$ cat config.mk
export PLATFORM = sky130hd
export DESIGN_NAME = mrc_result_gate
export DESIGN_NICKNAME = d
export VERILOG_FILES = /design/src/rtl/mrc_pkg.sv /design/src/rtl/mrc_pipe.sv /design/src/rtl/mrc_track.sv /design/src/rtl/mrc_result_gate.sv
export SDC_FILE = /design/constraint.sdc
export NUM_CORES = 1
export LEC_CHECK = 0
export ABC_CLOCK_PERIOD_IN_PS = 2300
export CAP_MARGIN = 20
export CORE_AREA = 2 2 120 122
export DETAILED_ROUTE_END_ITERATION = 7
export DIE_AREA = 0 0 122 124
export PLACE_DENSITY = 0.64
export SYNTH_ARGS = -nofsm -noshare
export SYNTH_HDL_FRONTEND = slang
export SYNTH_HIERARCHICAL = 1
export SYNTH_SLANG_ARGS = --single-unit
$ cat constraint.sdc
create_clock -name clk -period 2.3 [get_ports clk]
set_input_delay 0.46 -clock clk [delete_from_list [all_inputs] [get_ports clk]]
set_output_delay 0.46 -clock clk [all_outputs]
set_load 0.02 [all_outputs]
$ cat src/rtl/mrc_pkg.sv
package mrc_pkg;

    // Classification of one result half as seen by a read strobe
    typedef enum logic [1:0] {
        HALF_EMPTY = 2'd0,   // nothing held, nothing in flight
        HALF_WAIT  = 2'd1,   // nothing held, commands in flight
        HALF_READY = 2'd2    // unread result held
    } half_e;

    localparam int unsigned HALF_X = 0;
    localparam int unsigned HALF_Y = 1;
    localparam int unsigned N_HALF = 2;

endpackage

$ cat src/rtl/mrc_pipe.sv
module mrc_pipe #(
    parameter int unsigned DW  = 16,
    parameter int unsigned LAT = 3
) (
    input  logic                 clk,
    input  logic                 rst_n,
    input  logic                 in_v,
    input  logic [DW-1:0]        in_a,
    input  logic [DW-1:0]        in_b,
    output logic                 out_v,
    output logic [DW-1:0]        out_x,
    output logic [DW-1:0]        out_y,
    output logic                 busy
);

    typedef struct packed {
        logic [LAT-1:0]          vld;
        logic [LAT-1:0][DW-1:0]  a;
        logic [LAT-1:0][DW-1:0]  b;
    } pipe_t;

    pipe_t pipe_d, pipe_q;

    always_comb begin
        pipe_d        = pipe_q;
        pipe_d.vld[0] = in_v;
        pipe_d.a[0]   = in_a;
        pipe_d.b[0]   = in_b;
        for (int i = 1; i < LAT; i++) begin
            pipe_d.vld[i] = pipe_q.vld[i-1];
            pipe_d.a[i]   = pipe_q.a[i-1];
            pipe_d.b[i]   = pipe_q.b[i-1];
        end
    end

    always_ff @(posedge clk) begin
        if (!rst_n) pipe_q <= '0;
        else        pipe_q <= pipe_d;
    end

    assign out_v = pipe_q.vld[LAT-1];
    assign out_x = pipe_q.a[LAT-1] + pipe_q.b[LAT-1];
    assign out_y = pipe_q.a[LAT-1] - pipe_q.b[LAT-1];
    assign busy  = |pipe_q.vld;

    initial begin
        assert_lat_min_R10: assert (LAT >= 2)
            else $error("pipeline latency must be at least 2");
    end

endmodule

$ cat src/rtl/mrc_track.sv
module mrc_track
    import mrc_pkg::*;
#(
    parameter int unsigned DW    = 16,
    parameter int unsigned MAXC  = 3,
    parameter int unsigned CNT_W = 2
) (
    input  logic                       clk,
    input  logic                       rst_n,
    input  logic                       issue,
    input  logic                       land,
    input  logic [N_HALF-1:0][DW-1:0]  land_data,
    input  logic [N_HALF-1:0]          rd_req,
    output logic                       stall,
    output logic                       rd_err,
    output logic                       busy,
    output logic [N_HALF-1:0]          done,
    output logic [N_HALF-1:0][DW-1:0]  hold
);

    typedef struct packed {
        logic [CNT_W-1:0]           cnt;
        logic [N_HALF-1:0]          done;
        logic [N_HALF-1:0][DW-1:0]  hold;
    } trk_t;

    localparam logic [CNT_W-1:0] CNT_ONE = CNT_W'(1);
    localparam logic [CNT_W-1:0] CNT_MAX = CNT_W'(MAXC);

    trk_t  trk_d, trk_q;
    half_e hs [N_HALF];
    logic  keep [N_HALF];

    always_comb begin
        busy   = (trk_q.cnt != '0);
        stall  = 1'b0;
        rd_err = 1'b0;
        for (int h = 0; h < N_HALF; h++) begin
            if (trk_q.done[h]) hs[h] = HALF_READY;
            else if (busy)     hs[h] = HALF_WAIT;
            else               hs[h] = HALF_EMPTY;
            if (rd_req[h] && hs[h] == HALF_WAIT)  stall  = 1'b1;
            if (rd_req[h] && hs[h] == HALF_EMPTY) rd_err = 1'b1;
        end

        trk_d = trk_q;
        case ({issue, land})
            2'b10:   trk_d.cnt = trk_q.cnt + CNT_ONE;
            2'b01:   trk_d.cnt = trk_q.cnt - CNT_ONE;
            default: trk_d.cnt = trk_q.cnt;
        endcase

        for (int h = 0; h < N_HALF; h++) begin
            keep[h] = trk_q.done[h] && !issue && !(rd_req[h] && !stall);
            if (land && !keep[h]) begin
                trk_d.hold[h] = land_data[h];
                trk_d.done[h] = 1'b1;
            end else begin
                trk_d.done[h] = keep[h];
            end
        end
    end

    always_ff @(posedge clk) begin
        if (!rst_n) trk_q <= '0;
        else        trk_q <= trk_d;
    end

    assign done = trk_q.done;
    assign hold = trk_q.hold;

    assert_no_overflow_R10: assert property (@(posedge clk) disable iff (!rst_n)
        !(trk_q.cnt == CNT_MAX && issue && !land));

    assert_err_not_stall_R8: assert property (@(posedge clk) disable iff (!rst_n)
        rd_err |-> !stall);

    for (genvar g = 0; g < N_HALF; g++) begin : g_half_chk
        assert_done_from_land_R2: assert property (@(posedge clk) disable iff (!rst_n)
            $rose(trk_q.done[g]) |-> $past(land));

        assert_hold_kept_R6: assert property (@(posedge clk) disable iff (!rst_n)
            (trk_q.done[g] && !issue && !(rd_req[g] && !stall)) |=> $stable(trk_q.hold[g]));

        assert_read_clears_R5: assert property (@(posedge clk) disable iff (!rst_n)
            (rd_req[g] && !stall && !land) |=> !trk_q.done[g]);
    end

endmodule

$ cat src/rtl/mrc_result_gate.sv
module mrc_result_gate
    import mrc_pkg::*;
#(
    parameter int unsigned DW  = 16,
    parameter int unsigned LAT = 3
) (
    input  logic           clk,
    input  logic           rst_n,
    input  logic           cmd_valid,
    input  logic [DW-1:0]  cmd_a,
    input  logic [DW-1:0]  cmd_b,
    input  logic           rd_x,
    input  logic           rd_y,
    output logic           stall,
    output logic           rd_err,
    output logic [DW-1:0]  result_x,
    output logic [DW-1:0]  result_y,
    output logic           in_progress,
    output logic           done_x,
    output logic           done_y
);

    localparam int unsigned CNT_W = $clog2(LAT + 1);

    logic                      land_v;
    logic [DW-1:0]             land_x, land_y;
    logic                      pipe_busy;
    logic [N_HALF-1:0][DW-1:0] land_data;
    logic [N_HALF-1:0][DW-1:0] hold;
    logic [N_HALF-1:0]         done;
    logic [N_HALF-1:0]         rd_req;

    mrc_pipe #(.DW(DW), .LAT(LAT)) i_pipe (
        .clk   (clk),
        .rst_n (rst_n),
        .in_v  (cmd_valid),
        .in_a  (cmd_a),
        .in_b  (cmd_b),
        .out_v (land_v),
        .out_x (land_x),
        .out_y (land_y),
        .busy  (pipe_busy)
    );

    assign land_data[HALF_X] = land_x;
    assign land_data[HALF_Y] = land_y;
    assign rd_req[HALF_X]    = rd_x;
    assign rd_req[HALF_Y]    = rd_y;

    mrc_track #(.DW(DW), .MAXC(LAT), .CNT_W(CNT_W)) i_track (
        .clk       (clk),
        .rst_n     (rst_n),
        .issue     (cmd_valid),
        .land      (land_v),
        .land_data (land_data),
        .rd_req    (rd_req),
        .stall     (stall),
        .rd_err    (rd_err),
        .busy      (in_progress),
        .done      (done),
        .hold      (hold)
    );

    assign result_x = hold[HALF_X];
    assign result_y = hold[HALF_Y];
    assign done_x   = done[HALF_X];
    assign done_y   = done[HALF_Y];

    assert_count_tracks_pipe_R3: assert property (@(posedge clk) disable iff (!rst_n)
        in_progress == pipe_busy);

    assert_stall_needs_flight_R7: assert property (@(posedge clk) disable iff (!rst_n)
        stall |-> pipe_busy);

endmodule

; After elaboration in Yosys (flattened, before gate mapping)
; Index checks and enable logic that the tools add are counted.
[op_classes]
n_eq_ne = 4
reduce_logical = 22
mux = 10
addsub = 4
[ops]
columns = operator, count
row1 = 16-bit adder, 1
row2 = 16-bit subtractor, 1
row3 = 1-bit logical AND, 12
row4 = 1-bit two-way mux, 7
row5 = 2-bit by 1-bit == test with 1-bit output (second input constant), 3
row6 = 1-bit zero test, 6
row7 = 2-bit zero test, 2
row8 = 2-bit two-way mux, 2
row9 = 2-bit case mux with 2 select lines, 1
row10 = 2-bit nonzero test, 2
row11 = 2-bit by 1-bit adder with 2-bit output (second input constant), 1
row12 = 2-bit == test (second input constant), 1
row13 = 2-bit by 1-bit subtractor with 2-bit output (second input constant), 1
[word_totals]
elab_cells = 51
out_inout_bits = 37
input_bits = 37
reg_bits = 135

; Longest topological paths before layout
[logic_depth]
depth_word = 14
ltp_mapped = 11
ltp_nobuf = 11

; Cells and area by module
; The synthesis kept the hierarchy.
[modules_own_cells]
columns = module, cells_per_inst, instances, area_per_inst_um2
row1 = mrc_pipe, 427, 1, 4197.8
row2 = mrc_track, 203, 1, 1795.5

; Worst setup path before layout
; No wires, ideal clock.
[synth_path]
path_type = flip-flop to flip-flop
startpoint = reg i_pipe/pipe_q[32] (netlist name)
endpoint = reg i_track.trk_q, in the netlist i_track/hold[12]
period_less_slack_ps = 2341
path_buffers = 0
required_ps = 2181
path_slack_ps = -41
arrival_time_ps = 2222
path_stages_with_launch = 11
path_cell_list = dfxtp_1 -> ha_1 -> fa_1 -> nor2b_1 -> o21ai_2 -> a21boi_0 -> a211o_1 -> a2111oi_0 -> a211oi_1 -> nand2_1 -> mux2i_1
[synth_between]
elab_chain_cells = 1
[synth_lines]
columns = element, line_no
row1 = from (decl), mrc_pipe.sv:22  ; pipe_t pipe_d, pipe_q;
row2 = from (signal assigned), mrc_pipe.sv:38  ; else pipe_q <= pipe_d;
row3 = 16-bit adder, mrc_pipe.sv:42  ; assign out_x = pipe_q.a[LAT-1] + pipe_q.b[LAT-1];
row4 = via land_x[12], mrc_result_gate.sv:26  ; logic [DW-1:0] land_x, land_y;
row5 = to (signal assigned), mrc_track.sv:66  ; else trk_q <= trk_d;
row6 = to (decl), mrc_track.sv:30  ; trk_t trk_d, trk_q;
; The timed path passes the listed nets, and every way through them passes these cells.
; A chain may end at the register's enable or synchronous reset.

; Worst setup path in the final report
[layout_path]
startpoint = reg i_pipe/pipe_q[80] (netlist name)
endpoint = reg i_track.trk_q, in the netlist i_track/hold[14]
; The elaborated chain is that of the path after synthesis.

==> flow_metrics.tcl <==
set metrics [dict create \
    status "complete, but fails checks" \
    violations "negative setup slack" \
    path_max_fanout 4 \
    die_area_um2 15100 \
    reg2reg_to "i_track/hold[14]" \
    p_total_mw 5.80 \
    track_usage_pct 15.0 \
    die_width_um 122 \
    worstMarginPinSlew_ns 0.633 \
    grt_pass1_vias 3808 \
    power.internal_mw 4.47 \
    critPathSlowestCell "a2111o_1" \
    path_cells "ha_2, fa_2, nor2b_4, o21ai_2, a21boi_2, a211o_1, a2111o_1, nand3_1, nand2_1, mux2i_1" \
    period_share_pct 102 \
    dp_hpwl_um 7720 \
    setup_slack_ns -0.0387 \
    setup_viol 1 \
    timing.rr.start "i_pipe/pipe_q[80]" \
    fp.dieH_um 124 \
    dpl-instance-area_um2 6690 \
    crit_start "i_pipe/pipe_q[80]" \
    ir_worst_vdd_v 0.000507 \
    antenna_cells 0 \
    path_clk_slew_ns 0.06 \
    clk_latency_ns 0.41 \
    crit_arrival_ns 2.67 \
    stdcell_area_um2 7520 \
    hold_buffers 0 \
    syn_to_final_growth_pct 25.6 \
    placedCellCount 842 \
    min_path_type "flip-flop to flip-flop" \
    grt_pass1_wl_um 17700 \
    seqPwrFrac_pct 42.3 \
    viasPerCell 4.57 \
    grt_setup_unrepaired "yes" \
    endpoint "i_track/hold[14]" \
    clock_power_share_pct 47.7 \
    max_freq_mhz 428 \
    required_ns 2.64 \
    clkSinkCount 135 \
    synth_cells 629 \
    vias 4053 \
    place_ws_ns -0.108 \
    port_buffers 73 \
    antenna_found_initial 0 \
    met3_length_um 510 \
    hold_viol 0 \
    wl_per_cell_um 12.2 \
    leakage_nw 3.06 \
    rows 43 \
    htreeDepth 4 \
    drv_cap 0 \
    cts_buffers 17 \
    synthesis.area_um2 5990 \
    drc 0 \
    period_needed_ns 2.34 \
    drt_iter0_drc 171 \
    switching_share_pct 22.9 \
    cp-end-kind "flip-flop" \
    nFillCells 1271 \
    synth_warnings 6 \
    met1_length_um 5490 \
    synth_fp_nets 699 \
    globalplace.congestion 0.790 \
    final_layout_size_suffix_gt1_share_pct 14.7 \
    firstDrtPassIters 4 \
    ant_nets 0 \
    power_density_nw_per_um2 771 \
    p_sw_mw 1.33 \
    ios 74 \
    grt_max_degree 55 \
    cts_tree "done" \
    core-area_um2 13700 \
    final_cells 886 \
    clockRootBuffer "clkbuf_16" \
    met2WireLength_um 4600 \
    topRoutingLayerUsed "met4" \
    clock_path_buffers 2 \
    reg2reg_depth 10 \
    r2r_slack_ns -0.04 \
    finalSetupTns_ns -0.0387 \
    share_comb_of_total_power_pct 10.0 \
    startpoint_type "flip-flop" \
    slew_viol_final 0 \
    start_util_pct 43.6 \
    syn_area_per_cell_um2 9.52 \
    final_net_count 763 \
    fin_skew_ns 0.00649 \
    wl_um 10800 \
    critPathKind "flip-flop to flip-flop" \
    slew_headroom_pct 57.5 \
    critical-path-max-stage-delay_ns 0.43 \
    grt_overflow_total 0 \
]
-- registers in the layout, indices dropped and copies added, names as in the netlist --
register,flops
i_pipe/pipe_q,32
i_pipe/pipe_d,66
i_track/hold,32
i_pipe/out_v,1
i_track/done,2
i_track/trk_q,2
-- worst min-delay path by stage --
stage / start / end / depth (start not counted)
after floorplan: i_pipe/pipe_d[98] / i_pipe/out_v / 1
after global placement: i_pipe/pipe_d[98] / i_pipe/out_v / 1
after detailed placement: i_pipe/pipe_d[97] / i_pipe/pipe_d[98] / 1
after CTS: i_pipe/pipe_d[98] / i_pipe/out_v / 1
after global routing: i_pipe/pipe_d[81] / i_pipe/pipe_q[81] / 1
final: i_pipe/pipe_d[98] / i_pipe/out_v / 1
-- power by group through the flow --
stage                     registers, mW  clock network, mW  logic [mW]
after floorplan                    2.49                  0       0.378
after global placement             2.50                  0       0.540
after detailed placement           2.50                  0       0.551
after CTS                          2.45               2.83       0.553
after global routing               2.46               2.93       0.639
final                              2.45               2.76       0.582
-- through the flow --
| step | utilization, % | hold slack [ns] |
|---|---|---|
| floorplan | - | 0.406 |
| global placement | 48.8 | 0.411 |
| detailed placement | 48.8 | 0.417 |
| CTS | 53.5 | 0.426 |
| global route | 54.8 | 0.443 |
| finish | 54.8 | 0.423 |
-- final cells by class --
class | instances | area (µm²) | share of cell area [%]
clock inverter | 12 | 166 | 2.21
multi-input combinational | 394 | 2830 | 37.6
sequential | 135 | 2710 | 36.0
timing repair buffer | 111 | 1010 | 13.5
tap | 180 | 225 | 3.00
inverter | 34 | 128 | 1.70
clock buffer | 20 | 447 | 5.94
-- repair_timing --
action / 4_1_cts / 5_1_grt
buffers inserted: 2 / 10
endpoints found under the setup margin: 9 / 14
pin swaps: 4 / 21
resized for setup: 9 / 26
hold endpoints to repair: 0 / 0
-- routing by layer --
| metal | GRT usage (%) | vias up |
|---|---|---|
| met4 | 7.40 | 0 |
| met1 | 20.1 | 1803 |
| li1 | - | 2142 |
| met2 | 22.5 | 96 |
| met5 | 0 | - |
| met3 | 3.75 | 12 |
-- placed cells by master, fill, tap and decap left out, drive strengths merged, types with 3 or more instances in the layout --
| master | n |
|---|---|
| o211ai | 4 |
| xnor2 | 19 |
| ha | 31 |
| nand2 | 71 |
| a221oi | 3 |
| clkinv | 3 |
| inv | 38 |
| a21o | 4 |
| a21oi | 22 |
| nor2b | 7 |
| nor3 | 5 |
| and2 | 100 |
| clkbuf | 20 |
| nand4 | 5 |
| dfxtp | 135 |
| o21bai | 3 |
| nor2 | 23 |
| clkdlybuf4s50 | 70 |
| buf | 39 |
| mux2i | 32 |
| o31ai | 4 |
| nand2b | 7 |
| xor2 | 4 |
| bufinv | 3 |
| o21a | 4 |
| o21ai | 13 |
| nand3 | 5 |
-- worst max-delay path: cells and delay by family (launching register included) --
| kind | cells | cell delay, ns |
|---|---|---|
| muxes | 1 | 0.13 |
| AOI/OAI and AO/OA | 4 | 1.00 |
| adders and majority gates | 2 | 0.54 |
| and+or+nand+nor | 3 | 0.27 |
| DFF | 1 | 0.32 |
(Power assumes the default switching activity.)
